**src/rtl/s2xc_pkg.sv**
```systemverilog
// Package: shared constants and types for the hypervisor translation control register.
// Assumes a 64-bit register. Field positions are fixed because the walker decodes them.
package s2xc_pkg;
    localparam int REG_W      = 64;
    localparam int SYN_W      = 6;
    localparam int OFF_W      = 12;
    localparam int PAB_W      = 6;
    localparam logic [SYN_W-1:0] TRAP_CLASS   = 6'h18;
    localparam logic [OFF_W-1:0] REDIR_OFFSET = 12'h040;

    // bit positions used by the effective-value logic
    localparam int B_OUT_NS  = 30;
    localparam int B_WALK_NS = 29;
    localparam int B_DIRTY   = 22;
    localparam int B_AF      = 21;
    localparam int B_VMIDW   = 19;
    localparam int B_PA_LO   = 16;

    // base write mask without the VMID width bit
    localparam logic [REG_W-1:0] BASE_WR_MASK = 64'h0000_0000_7E67_FFFF;
    localparam logic [REG_W-1:0] ONE_BIT31    = 64'h0000_0000_8000_0000;

    typedef enum logic [1:0] {
        ACC_DIRECT = 2'd0,
        ACC_UNDEF  = 2'd1,
        ACC_TRAP   = 2'd2,
        ACC_REDIR  = 2'd3
    } acc_kind_e;

    // expand a 3-bit physical-size code into address bits; code 7 behaves as the largest size
    function automatic logic [PAB_W-1:0] pa_code_to_bits(input logic [2:0] code);
        logic [PAB_W-1:0] r;
        unique case (code)
            3'd0:    r = 6'd32;
            3'd1:    r = 6'd36;
            3'd2:    r = 6'd40;
            3'd3:    r = 6'd42;
            3'd4:    r = 6'd44;
            3'd5:    r = 6'd48;
            default: r = 6'd52;
        endcase
        return r;
    endfunction
endpackage

```
**src/rtl/s2xc_access_gate.sv**
```systemverilog
// Access gate: classifies each access by privilege level and the nested-virtualization bits.
// Purely combinational. Assumes the inputs are stable while acc_vld is high.
module s2xc_access_gate
    import s2xc_pkg::*;
(
    input  logic       clk,
    input  logic       rst_n,
    input  logic       acc_vld,
    input  logic       acc_wr,
    input  logic [1:0] priv_lvl,
    input  logic       hyp_en,
    input  logic       nest_en,
    input  logic       nest_mem,
    output logic       direct_rd,
    output logic       direct_wr,
    output logic       out_undef,
    output logic       out_trap,
    output logic       out_redir
);
    acc_kind_e kind;

    // pick the outcome class from the privilege level and control bits
    always_comb begin
        kind = ACC_UNDEF;
        unique case (priv_lvl)
            2'd0: kind = ACC_UNDEF;
            2'd1: begin
                if (hyp_en && nest_en && nest_mem) kind = ACC_REDIR;
                else if (hyp_en && nest_en)        kind = ACC_TRAP;
                else                               kind = ACC_UNDEF;
            end
            default: kind = ACC_DIRECT;
        endcase
    end

    // qualify the class with the access strobe
    always_comb begin
        direct_rd = acc_vld && (kind == ACC_DIRECT) && !acc_wr;
        direct_wr = acc_vld && (kind == ACC_DIRECT) &&  acc_wr;
        out_undef = acc_vld && (kind == ACC_UNDEF);
        out_trap  = acc_vld && (kind == ACC_TRAP);
        out_redir = acc_vld && (kind == ACC_REDIR);
    end

    a_r8_onehot: assert property (@(posedge clk) disable iff (!rst_n)
        $onehot0({out_undef, out_trap, out_redir}));
    a_r8_idle: assert property (@(posedge clk) disable iff (!rst_n)
        !acc_vld |-> !(out_undef || out_trap || out_redir || direct_wr || direct_rd));
    a_r3_pl0_undef: assert property (@(posedge clk) disable iff (!rst_n)
        (acc_vld && priv_lvl == 2'd0) |-> (out_undef && !direct_wr));
    a_r4_upper_direct: assert property (@(posedge clk) disable iff (!rst_n)
        (acc_vld && priv_lvl[1]) |-> (direct_rd || direct_wr));
endmodule

```
**src/rtl/s2xc_store.sv**
```systemverilog
// Storage: holds the writable bits of the control word; cleared by synchronous active-low reset.
// Assumes wr_en is high only for legal direct writes. Bits outside the mask are held at zero.
module s2xc_store
    import s2xc_pkg::*;
#(
    parameter bit VMID16_EN = 1'b1
) (
    input  logic             clk,
    input  logic             rst_n,
    input  logic             wr_en,
    input  logic [REG_W-1:0] wdata,
    output logic [REG_W-1:0] q
);
    localparam logic [REG_W-1:0] VMIDW_BIT = ONE_BIT31 >> (31 - B_VMIDW);
    localparam logic [REG_W-1:0] WR_MASK   = VMID16_EN ? (BASE_WR_MASK | VMIDW_BIT) : BASE_WR_MASK;

    // capture masked write data or clear on reset
    always_ff @(posedge clk) begin
        if (!rst_n)     q <= '0;
        else if (wr_en) q <= wdata & WR_MASK;
    end

    a_r2_masked: assert property (@(posedge clk) disable iff (!rst_n)
        (q & ~WR_MASK) == '0);
    a_r14_narrow: assert property (@(posedge clk) disable iff (!rst_n)
        !VMID16_EN |-> !q[B_VMIDW]);
endmodule

```
**src/rtl/s2xc_effective.sv**
```systemverilog
// Effective-value decode: derives the walker controls from the stored bits and the core state.
// Combinational. Assumes cfg is the stored (masked) word, not the read-back value.
module s2xc_effective
    import s2xc_pkg::*;
#(
    parameter int VMID_W = 16
) (
    input  logic              clk,
    input  logic              rst_n,
    input  logic [REG_W-1:0]  cfg,
    input  logic              ns_state,
    input  logic              sec_space_sel,
    input  logic [VMID_W-1:0] vmid_in,
    output logic [VMID_W-1:0] vmid_match,
    output logic              eff_walk_ns,
    output logic              eff_out_ns,
    output logic              eff_af_en,
    output logic              eff_dirty_en,
    output logic [PAB_W-1:0]  eff_pa_bits
);
    localparam int HALF_W = VMID_W / 2;

    // address-space overrides and hardware-update enables
    always_comb begin
        eff_walk_ns  = cfg[B_WALK_NS] | ns_state;
        eff_out_ns   = cfg[B_OUT_NS] | ns_state | cfg[B_WALK_NS] | sec_space_sel;
        eff_af_en    = cfg[B_AF];
        eff_dirty_en = cfg[B_DIRTY] & cfg[B_AF];
        eff_pa_bits  = pa_code_to_bits(cfg[B_PA_LO +: 3]);
    end

    // VMID width selection for matching
    always_comb begin
        vmid_match = vmid_in;
        if (!cfg[B_VMIDW]) vmid_match[VMID_W-1:HALF_W] = '0;
    end

    a_r9_walk_ns: assert property (@(posedge clk) disable iff (!rst_n)
        ns_state |-> eff_walk_ns);
    a_r10_out_ns: assert property (@(posedge clk) disable iff (!rst_n)
        (ns_state || sec_space_sel || eff_walk_ns) |-> eff_out_ns);
    a_r11_dirty_needs_af: assert property (@(posedge clk) disable iff (!rst_n)
        eff_dirty_en |-> eff_af_en);
    a_r12_vmid_low: assert property (@(posedge clk) disable iff (!rst_n)
        vmid_match[HALF_W-1:0] == vmid_in[HALF_W-1:0]);
    a_r13_pa_range: assert property (@(posedge clk) disable iff (!rst_n)
        (eff_pa_bits >= 6'd32) && (eff_pa_bits <= 6'd52));
endmodule

```
**src/rtl/s2_xlat_ctl_reg.sv**
```systemverilog
// Top: hypervisor translation control register with privilege-gated access and effective outputs.
// Outcome flags are combinational and valid alongside acc_vld; writes land on the next clock edge.
module s2_xlat_ctl_reg
    import s2xc_pkg::*;
#(
    parameter bit VMID16_EN = 1'b1,
    parameter int VMID_W    = 16
) (
    input  logic              clk,
    input  logic              rst_n,
    input  logic [1:0]        priv_lvl,
    input  logic              ns_state,
    input  logic              hyp_en,
    input  logic              nest_en,
    input  logic              nest_mem,
    input  logic              sec_space_sel,
    input  logic              acc_vld,
    input  logic              acc_wr,
    input  logic [63:0]       acc_wdata,
    output logic [63:0]       acc_rdata,
    output logic              acc_undef,
    output logic              acc_trap,
    output logic [5:0]        trap_syndrome,
    output logic              redir_req,
    output logic [11:0]       redir_off,
    input  logic [VMID_W-1:0] vmid_in,
    output logic [VMID_W-1:0] vmid_match,
    output logic              eff_walk_ns,
    output logic              eff_out_ns,
    output logic              eff_af_en,
    output logic              eff_dirty_en,
    output logic [5:0]        eff_pa_bits
);
    logic             direct_rd, direct_wr;
    logic [REG_W-1:0] stored;
    logic [REG_W-1:0] rdback;

    s2xc_access_gate u_gate (
        .clk(clk), .rst_n(rst_n), .acc_vld(acc_vld), .acc_wr(acc_wr),
        .priv_lvl(priv_lvl), .hyp_en(hyp_en), .nest_en(nest_en), .nest_mem(nest_mem),
        .direct_rd(direct_rd), .direct_wr(direct_wr),
        .out_undef(acc_undef), .out_trap(acc_trap), .out_redir(redir_req)
    );

    s2xc_store #(.VMID16_EN(VMID16_EN)) u_store (
        .clk(clk), .rst_n(rst_n), .wr_en(direct_wr), .wdata(acc_wdata), .q(stored)
    );

    s2xc_effective #(.VMID_W(VMID_W)) u_eff (
        .clk(clk), .rst_n(rst_n), .cfg(stored), .ns_state(ns_state),
        .sec_space_sel(sec_space_sel), .vmid_in(vmid_in), .vmid_match(vmid_match),
        .eff_walk_ns(eff_walk_ns), .eff_out_ns(eff_out_ns), .eff_af_en(eff_af_en),
        .eff_dirty_en(eff_dirty_en), .eff_pa_bits(eff_pa_bits)
    );

    // read-back value: stored bits with the always-one bit applied
    always_comb rdback = stored | ONE_BIT31;

    // read data and side-band codes for the outcome flags
    always_comb begin
        acc_rdata     = direct_rd ? rdback : '0;
        trap_syndrome = acc_trap  ? TRAP_CLASS : '0;
        redir_off     = redir_req ? REDIR_OFFSET : '0;
    end

    a_r8_no_update: assert property (@(posedge clk) disable iff (!rst_n)
        (acc_vld && (acc_undef || acc_trap || redir_req)) |=> $stable(rdback));
    a_r2_upper_zero: assert property (@(posedge clk) disable iff (!rst_n)
        acc_rdata[63:32] == 32'h0);
    a_r2_bit31_one: assert property (@(posedge clk) disable iff (!rst_n)
        (acc_rdata != '0) |-> acc_rdata[31]);
    a_r6_trap_code: assert property (@(posedge clk) disable iff (!rst_n)
        acc_trap |-> (trap_syndrome == 6'h18));
    a_r5_redir_code: assert property (@(posedge clk) disable iff (!rst_n)
        redir_req |-> (redir_off == 12'h040 && acc_rdata == '0));
endmodule

```
**config.mk**
```make
export PLATFORM = sky130hd
export DESIGN_NAME = s2_xlat_ctl_reg
export DESIGN_NICKNAME = d
export VERILOG_FILES = /design/src/rtl/s2xc_pkg.sv /design/src/rtl/s2xc_access_gate.sv /design/src/rtl/s2xc_store.sv /design/src/rtl/s2xc_effective.sv /design/src/rtl/s2_xlat_ctl_reg.sv
export SDC_FILE = /design/constraint.sdc
export NUM_CORES = 1
export LEC_CHECK = 0
export ABC_CLOCK_PERIOD_IN_PS = 1100
export BUFFER_PORTS_ARGS = -buffer_cell sky130_fd_sc_hd__clkbuf_2
export CAP_MARGIN = 30
export CORE_MARGIN = 2
export CORE_UTILIZATION = 36
export CTS_CLUSTER_DIAMETER = 30
export CTS_CLUSTER_SIZE = 12
export DETAILED_ROUTE_END_ITERATION = 6
export GPL_ROUTABILITY_DRIVEN = 0
export PLACE_DENSITY = 0.82
export RECOVER_POWER = 25
export SLEW_MARGIN = 30
export SYNTH_ARGS = -nofsm -noshare
export SYNTH_HDL_FRONTEND = slang
export SYNTH_SLANG_ARGS = --single-unit
```
**constraint.sdc**
```tcl
create_clock -name clk -period 1.1 [get_ports clk]
set_input_delay 0 -clock clk [delete_from_list [all_inputs] [get_ports clk]]
set_output_delay 0 -clock clk [all_outputs]
set_load 0.02 [all_outputs]
```
==> impl_metrics.env <==
export IMPL_crit_required_ps=1100
export IMPL_grt_max_degree=57
export IMPL_drive_gt1_frac=0.339
export IMPL_drt_pass1_iterations=4
export IMPL_leakage_nw=1.35
export IMPL_post_drt_wl_per_cell_um=11.3
export IMPL_largest_reg_flops=28
export IMPL_hold_viol=0
export IMPL_grt_pass1_wl_um=7310
export IMPL_pre_cts_ws_ps=18.0
export IMPL_cts_max_path_buffers=2
export IMPL_setup_tns_ps=-216
export IMPL_crit_path_start_kind="register"
export IMPL_top_regs="u_store.q (28)"
export IMPL_slew_viol_final=0
export IMPL_synthFlopType="dfxtp_1"
export IMPL_outcome="complete, but fails checks"
export IMPL_power_mw=2.22
export IMPL_dieHeight_um=78.5
export IMPL_drt_total_wl_um=4760
export IMPL_violations="setup timing"
export IMPL_ant_nets=0
export IMPL_seq_area_frac_synth=0.281
export IMPL_rows=27
export IMPL_max_freq_mhz=760
export IMPL_grt_usage=0.148
export IMPL_layout_nets=444
export IMPL_num_vias=1743
export IMPL_dieArea_um2=6160
export IMPL_critPathArrivalTime_ps=1320
export IMPL_drtIter0Drc=37
export IMPL_clock_sink_count=28
export IMPL_netlist_instances=243
export IMPL_core_area_um2=5440
export IMPL_power_density_nw_per_um2=838
export IMPL_drc_errors=0
export IMPL_yosysTopAreaCell="dfxtp_1"
export IMPL_ys_top_cells_by_area="dfxtp_1, buf_4, mux2i_1, and2_1, nand2_1"
export IMPL_worstHoldPathType="primary input to output pin"
export IMPL_ys_ff_latch=28
export IMPL_path_class="register to output pin"
export IMPL_insertion_delay_ps=270
export IMPL_first_global_vias=1658
export IMPL_cts_inserted_buffers=3
export IMPL_syn_avg_cell_area_um2=8.22
export IMPL_drv_cap=0
export IMPL_antenna_found_initial=0
export IMPL_netlist_area_leader_share=0.281
export IMPL_cp_startpoint="u_store.q[29]"
export IMPL_synth_edf_count=0
export IMPL_antenna_cells=0
export IMPL_fin_skew_ps=0
export IMPL_num_fill_cells=504
export IMPL_post_synth_instance_area_um2=2000
export IMPL_initial_utilization=0.367
export IMPL_port_buffers=97
export IMPL_cts_tree="yes"
export IMPL_ys_async_sr_fraction=0
export IMPL_cts_max_level=1
export IMPL_synth_distinct_cells=24
export IMPL_clockRootBuffer="clkbuf_8"
export IMPL_ys_warn_count=0
export IMPL_period_needed_ps=1320
export IMPL_grt_ovfl_total=0
export IMPL_rsz0062_at_grt="true"
export IMPL_path_max_fanout=2
export IMPL_period_share=1.20
export IMPL_worstHoldStart="vmid_in[2]"
export IMPL_dp_hpwl_um=2910
export IMPL_top_register="u_store.q"
export IMPL_rr_startpoint="u_store.q[18]"
export IMPL_setup_viol=1
export IMPL_hold_ws_ps=0.00778
export IMPL_vias_per_cell=4.12
export IMPL_clk_pin_slew_ps=100
export IMPL_peakVddDrop_mv=0.386
export IMPL_endpoint_kind="output pin"
export IMPL_area_growth_pct=32.7
export IMPL_die_width_um=78.5
export IMPL_io_pins=202
export IMPL_post_route_worst_setup_slack_ps=-216
## layer usage
metal  track usage  routed length, µm  up-vias
met2         0.308               2710       80
met4        0.0439                 42        0
met1         0.144               1730      801
met3        0.0253                276        6
li1              -                  -      856
met5             0                  0        -
## cells in the final DEF (no fill, tap or decap)
cell | netlist | final
buf_6 | 2 | 1
nand2b_4 | 0 | 1
clkbuf_8 | 0 | 4
dfxtp_1 | 28 | 23
or2_4 | 0 | 1
and3_4 | 1 | 1
dlygate4sd3_1 | 0 | 28
buf_4 | 64 | 2
conb_1 | 2 | 52
and3b_2 | 1 | 1
and3b_1 | 1 | 1
nor2_4 | 0 | 1
nand3_1 | 1 | 1
nor2b_1 | 2 | 2
buf_8 | 0 | 2
xnor2_2 | 0 | 1
nor3_1 | 2 | 2
dfxtp_2 | 0 | 1
or3_4 | 0 | 1
nand2_1 | 56 | 56
mux2i_1 | 28 | 28
clkbuf_2 | 0 | 94
buf_12 | 3 | 3
or2b_1 | 1 | 1
mux2_4 | 0 | 1
dfxtp_4 | 0 | 4
and2_1 | 37 | 37
inv_1 | 1 | 1
## cell usage after synthesis (2+ instances only)
cell type,number
buf_4,64
nand2_1,56
and2_1,37
dfxtp_1,28
mux2i_1,28
buf_2,6
buf_12,3
buf_6,2
conb_1,2
nor2b_1,2
nor3_1,2
## power breakdown
| group | total, mW | leakage, nW | switching, mW | internal [mW] |
|---|---|---|---|---|
| combinational | 0.600 | 1.10 | 0.354 | 0.246 |
| sequential | 1.07 | 0.231 | 0.0236 | 1.04 |
| clock | 0.555 | 0.0216 | 0.309 | 0.246 |
| total | 2.22 | 1.35 | 0.686 | 1.53 |
## cells by family (layout without fill, tap and decap cells)
| logic type | count (synthesis) | in the layout | share of synthesized area |
|---|---|---|---|
| xor+xnor | 1 | 1 | 0.00438 |
| simple gates | 106 | 106 | 0.265 |
| mux | 29 | 29 | 0.146 |
| flops | 28 | 28 | 0.281 |
| other cells | 2 | 52 | 0.00376 |
| buf+inv | 77 | 135 | 0.301 |
## per-stage QoR
step / instance area (µm²) / cells / util
floorplan: 2190 / 293 / -
global placement: 2220 / 389 / 0.409
detailed placement: 2220 / 389 / 0.409
CTS: 2640 / 423 / 0.485
global route: 2650 / 423 / 0.487
finish: 2650 / 423 / 0.487
## path summary, 6_finish.rpt
kind / to / slack (ps) / cells past startpoint
setup / recovery: eff_out_ns / -220 / 3
setup reg to reg: u_store.q[18] / 380 / 3
hold reg to reg: u_store.q[27] / 460 / 2
hold / removal: vmid_match[2] / 0.008 / 0
## timing repair
action / 4_1_cts / 5_1_grt
gates resized for setup: 20 / 5
hold endpoints to repair: 28 / 0
pin swaps: 1 / 2
buffers inserted: 3 / 0
hold buffers: 28 / 0
endpoints found under the setup margin: 4 / 5
## layout make-up
type                       instances  area, µm²  area share
timing repair buffer             131        881       0.332
inverter                           1       3.75     0.00142
sequential                        28        577       0.218
multi-input combinational        188       1060       0.399
clock buffer                       3       41.3      0.0156
tap                               72       90.1      0.0340
## critical path: stages, from the launching register on
cell and delay (ps):
dfxtp_2 330, or2_4 240, or3_4 330, buf_8 140
(Power assumes the default switching activity.)
